**config.mk**
```make
export PLATFORM = sky130hd
export DESIGN_NAME = acc_operate_unit
export DESIGN_NICKNAME = d
export VERILOG_FILES = /design/src/rtl/aou_pkg.sv /design/src/rtl/aou_control.sv /design/src/rtl/aou_datapath.sv /design/src/rtl/acc_operate_unit.sv
export SDC_FILE = /design/constraint.sdc
export NUM_CORES = 1
export LEC_CHECK = 0
export BUFFER_PORTS_ARGS = -buffer_cell sky130_fd_sc_hd__buf_2
export CORE_ASPECT_RATIO = 1.25
export CORE_MARGIN = 5
export CORE_UTILIZATION = 51
export CTS_CLUSTER_SIZE = 30
export DETAILED_ROUTE_END_ITERATION = 12
export PLACE_DENSITY = 0.78
export REMOVE_ABC_BUFFERS = 1
export SYNTH_ARGS = -nofsm -noshare
export SYNTH_HDL_FRONTEND = slang
export SYNTH_SLANG_ARGS = --single-unit
```
**constraint.sdc**
```tcl
create_clock -name clk -period 0.8 [get_ports clk]
set_clock_uncertainty 0.05 [all_clocks]
set_input_delay 0.08 -clock clk [delete_from_list [all_inputs] [get_ports clk]]
set_output_delay 0.08 -clock clk [all_outputs]
set_load 0.03 [all_outputs]
```
**src/rtl/aou_pkg.sv**
```systemverilog
package aou_pkg;
  localparam int INSTR_W = 12;
  localparam logic [3:0] GROUP_CODE = 4'b1110;

  typedef struct packed {
    logic clrAc;
    logic clrLink;
    logic cmpAc;
    logic cmpLink;
    logic incAc;
    logic rotLeft;
    logic rotRight;
    logic rotDouble;
    logic swapHalves;
  } aouStrobes_t;
endpackage

```
**src/rtl/aou_control.sv**
```systemverilog
module aou_control
  import aou_pkg::*;
(
  input  logic               opValid,
  input  logic [INSTR_W-1:0] instr,
  output aouStrobes_t        strobes
);
  logic groupHit;
  logic anyRot;

  assign groupHit = opValid && (instr[INSTR_W-1:INSTR_W-4] == GROUP_CODE);
  assign anyRot   = instr[2] || instr[3];

  always_comb begin
    strobes = '0;
    if (groupHit) begin
      strobes.clrAc      = instr[7];
      strobes.clrLink    = instr[6];
      strobes.cmpAc      = instr[5];
      strobes.cmpLink    = instr[4];
      strobes.incAc      = instr[0];
      strobes.rotLeft    = instr[2];
      strobes.rotRight   = instr[3] && !instr[2];
      strobes.rotDouble  = instr[1] && anyRot;
      strobes.swapHalves = instr[1] && !anyRot;
    end
  end
endmodule

```
**src/rtl/aou_datapath.sv**
```systemverilog
module aou_datapath
  import aou_pkg::*;
#(
  parameter int DataW = 12
) (
  input  logic             clk,
  input  logic             rstN,
  input  logic             opValid,
  input  aouStrobes_t      strobes,
  input  logic [DataW-1:0] acIn,
  input  logic             linkIn,
  output logic [DataW-1:0] acOut,
  output logic             linkOut,
  output logic             resultValid
);
  localparam int HalfW = DataW / 2;
  localparam int WideW = DataW + 1;

  logic [DataW-1:0] acClr, acCmp, acInc;
  logic             lkClr, lkCmp, lkInc;
  logic [DataW:0]   incSum;
  logic [WideW-1:0] wideIn, wideRot;
  logic [DataW-1:0] acNext;
  logic             lkNext;

  // phase 1
  assign acClr = strobes.clrAc ? '0 : acIn;
  assign lkClr = strobes.clrLink ? 1'b0 : linkIn;
  // phase 2
  assign acCmp = strobes.cmpAc ? ~acClr : acClr;
  assign lkCmp = strobes.cmpLink ? ~lkClr : lkClr;
  // phase 3
  assign incSum = {1'b0, acCmp} + {{DataW{1'b0}}, 1'b1};
  assign acInc  = strobes.incAc ? incSum[DataW-1:0] : acCmp;
  assign lkInc  = lkCmp ^ (strobes.incAc & incSum[DataW]);
  // phase 4
  assign wideIn = {lkInc, acInc};

  always_comb begin
    wideRot = wideIn;
    for (int step = 0; step < 2; step++) begin
      if (step == 0 || strobes.rotDouble) begin
        if (strobes.rotLeft)
          wideRot = {wideRot[WideW-2:0], wideRot[WideW-1]};
        else if (strobes.rotRight)
          wideRot = {wideRot[0], wideRot[WideW-1:1]};
      end
    end
  end

  always_comb begin
    if (strobes.swapHalves) begin
      acNext = {acInc[HalfW-1:0], acInc[DataW-1:HalfW]};
      lkNext = lkInc;
    end else begin
      acNext = wideRot[DataW-1:0];
      lkNext = wideRot[DataW];
    end
  end

  always_ff @(posedge clk or negedge rstN) begin
    if (!rstN) begin
      acOut       <= '0;
      linkOut     <= 1'b0;
      resultValid <= 1'b0;
    end else begin
      resultValid <= opValid;
      if (opValid) begin
        acOut   <= acNext;
        linkOut <= lkNext;
      end
    end
  end
endmodule

```
**src/rtl/acc_operate_unit.sv**
```systemverilog
module acc_operate_unit
  import aou_pkg::*;
#(
  parameter int DataW = 12
) (
  input  logic               clk,
  input  logic               rstN,
  input  logic               opValid,
  input  logic [INSTR_W-1:0] instr,
  input  logic [DataW-1:0]   acIn,
  input  logic               linkIn,
  output logic [DataW-1:0]   acOut,
  output logic               linkOut,
  output logic               resultValid
);
  aouStrobes_t strobes;

  aou_control u_control (
    .opValid (opValid),
    .instr   (instr),
    .strobes (strobes)
  );

  aou_datapath #(.DataW(DataW)) u_datapath (
    .clk         (clk),
    .rstN        (rstN),
    .opValid     (opValid),
    .strobes     (strobes),
    .acIn        (acIn),
    .linkIn      (linkIn),
    .acOut       (acOut),
    .linkOut     (linkOut),
    .resultValid (resultValid)
  );
endmodule

```
==> impl_metrics.tcl <==
set metrics [dict create \
    h-tree-depth 1 \
    cp-end-kind "register" \
    dpl.hpwl_mm 6.899 \
    ios 42 \
    rsz0062_at_grt "true" \
    fin_setup_tns_ns -21.51 \
    antenna_cells 0 \
    ant_nets 0 \
    layout_setup_ws_ns -1.697 \
    drc 0 \
    finalHoldViolCount 0 \
    core_area_um2 4066 \
    cts_tree "built" \
    initial_core_util_pct 52.00 \
    vias 3477 \
    path_clk_slew_ns 0.06 \
    clockBufferDepth 2 \
    cp-start-kind "primary input" \
    detail_route.first_pass.iterations 6 \
    tightest_slew_ns 0.7774 \
    clk_latency_ns 0.25 \
    syn_area_per_cell_um2 7.317 \
    period_minus_slack_ns 2.497 \
    synth-seq-cells 14 \
    run_status "complete, but fails checks" \
    synth_ff_type "dfrtp_1" \
    first_global_vias 3438 \
    antenna_found_initial 0 \
    rows 26 \
    worst-endpoint-required_ns 0.84 \
    fill_cells 181 \
    gp_congestion 0.9903 \
    critPathMaxFanout 7 \
    violations "negative setup slack" \
    clock_sinks 14 \
    wirelength_mm 11.07 \
    grtUsageTotal_pct 38.00 \
    mostFrequentLayoutCell "buf_4" \
    syn-cell-area_um2 2115 \
    ir_drop_mv 0.4073 \
    drv_slew 0 \
    vias_per_cell 7.081 \
    nets 465 \
    syn2layout_area_growth_pct 74.67 \
    layout_common_cells "buf_4 (118), nor2_1 (23), buf_2 (21), buf_6 (21)" \
    setup_viol 27 \
    arrival_ns 2.54 \
    pre_cts_ws_ns -2.008 \
    fp.dieW_um 67.59 \
    final_util_pct 90.83 \
    synth_edf_count 0 \
    async_flop_share_pct 100.0 \
    synthCells 289 \
    p_leak_uw 0.001589 \
    die_h_um 81.99 \
    seq_area_frac_synth_pct 16.57 \
    grt-ovfl-total 0 \
    max-cap-violations 0 \
    wire_per_inst_um 22.54 \
    grt_max_degree 19 \
    dp_cells 469 \
    drt_iter0_drc 558 \
    yosys_warnings 0 \
    path_class "primary input to register" \
    cts_buffers 3 \
    fin_crit_sh_pct 312.1 \
    port_buffers 41 \
    p_per_area_nw_per_um2 918.9 \
    fmax_mhz 400.5 \
    yosysUniqueCellTypes 70 \
    cts-root-buf "clkbuf_8" \
    fin_cells 491 \
    drive_above_1_share_pct 52.64 \
    hold_class "primary input to register" \
    die_area_um2 5542 \
    max-slew-margin-rel_pct 47.63 \
    grt_pass1_wl_mm 16.17 \
    whs_ns 0.1544 \
]
worst max-delay path: stages:
cell,delay (ns)
buf_6,0.11
buf_4,0.16
and4b_1,0.30
nand4_1,0.17
a21oi_1,0.35
buf_4,0.20
and3_1,0.24
nor2_1,0.11
a221oi_1,0.60
a31oi_1,0.22
state kept, by name, indices dropped and copies added, names as in the netlist:
signal and cells:
u_datapath.acOut 12, u_datapath.resultValid 1, u_datapath.linkOut 1
synth_stat cells, types with 4 or more instances:
| library cell | n | area share [%] |
|---|---|---|
| o211ai_1 | 10 | 3.6 |
| a221oi_1 | 10 | 4.1 |
| o21ai_0 | 25 | 5.9 |
| a211oi_1 | 6 | 2.1 |
| a21oi_1 | 24 | 5.7 |
| nand2b_1 | 4 | 1.2 |
| nand3_1 | 5 | 1.2 |
| buf_2 | 9 | 2.1 |
| dfrtp_1 | 14 | 17 |
| nor2_1 | 27 | 4.8 |
| nor2b_1 | 6 | 1.8 |
| o2bb2ai_1 | 5 | 2.1 |
| clkbuf_1 | 7 | 1.2 |
| inv_1 | 11 | 2.0 |
| nor3_1 | 7 | 1.7 |
| o21ai_1 | 4 | 0.95 |
| a22oi_1 | 8 | 2.8 |
| nand2_1 | 18 | 3.2 |
| and3_1 | 4 | 1.2 |
| o221ai_1 | 5 | 2.1 |
| a31oi_1 | 7 | 2.1 |
path summary, 6_finish.rpt:
check | startpoint | endpoint | slack (ns) | cells past startpoint
worst max-delay path | instr[7] | u_datapath.acOut[11] | -1.70 | 10
worst min-delay path | opValid | u_datapath.resultValid | 0.15 | 2
worst max register to register | u_datapath.acOut[0] | u_datapath.acOut[0] | -0.16 | 3
worst min register to register | u_datapath.acOut[8] | u_datapath.acOut[8] | 0.51 | 2
max in group asynchronous | rstN | u_datapath.acOut[7] | 0.24 | 2
min in group asynchronous | rstN | u_datapath.resultValid | 0.21 | 2
timing repair:
| action | CTS | global route |
|---|---|---|
| endpoints found under the hold margin | 14 | 0 |
| buffers inserted | 11 | 8 |
| hold buffers | 1 | 0 |
| resized for setup | 79 | 27 |
| pin swaps | 32 | 15 |
| gates cloned | 0 | 0 |
| setup endpoints to repair | 27 | 27 |
through the flow:
step / total power [µW] / instance area, µm²
2_1_floorplan: 1489 / 2006
3_3_place_gp: 2219 / 3062
3_5_place_dp: 2254 / 3062
4_1_cts: 3195 / 3506
5_1_grt: 3540 / 3694
6_report: 3394 / 3694
kinds of logic (layout without fill, tap and decap cells):
kind of cell | Yosys count | in the layout | share of synthesized area (%)
simple gates | 91 | 91 | 22.54
buf+inv | 34 | 180 | 7.456
mux | 3 | 3 | 1.479
fa+ha+maj | 1 | 1 | 0.5916
compound gates | 141 | 141 | 48.94
flops | 14 | 14 | 16.57
xor+xnor | 5 | 5 | 2.427
layer usage:
layer	track usage, %	up-vias	part of all wire, %
li1	-	1430	-
met1	39.82	1563	32
met2	66.70	335	47
met3	6.156	149	10
met4	28.40	0	11
met5	0	-	0
layout make-up:
cell class                 instances  area [µm²]  share of cell area [%]
tap                               56       70.07                   1.897
multi-input combinational        241        1902                   51.49
clock buffer                       4       55.05                   1.491
inverter                          13       48.80                   1.321
timing repair buffer             163        1267                   34.32
sequential                        14       350.3                   9.485
power by group:
part	switching [µW]	internal (µW)	leakage (µW)
Sequential	60.8	784	0.000169
Clock	259	437	0.0000288
Combinational	996	857	0.00139
Total	1320	2080	0.00159
No activity file was read; power rests on OpenSTA's default activity.
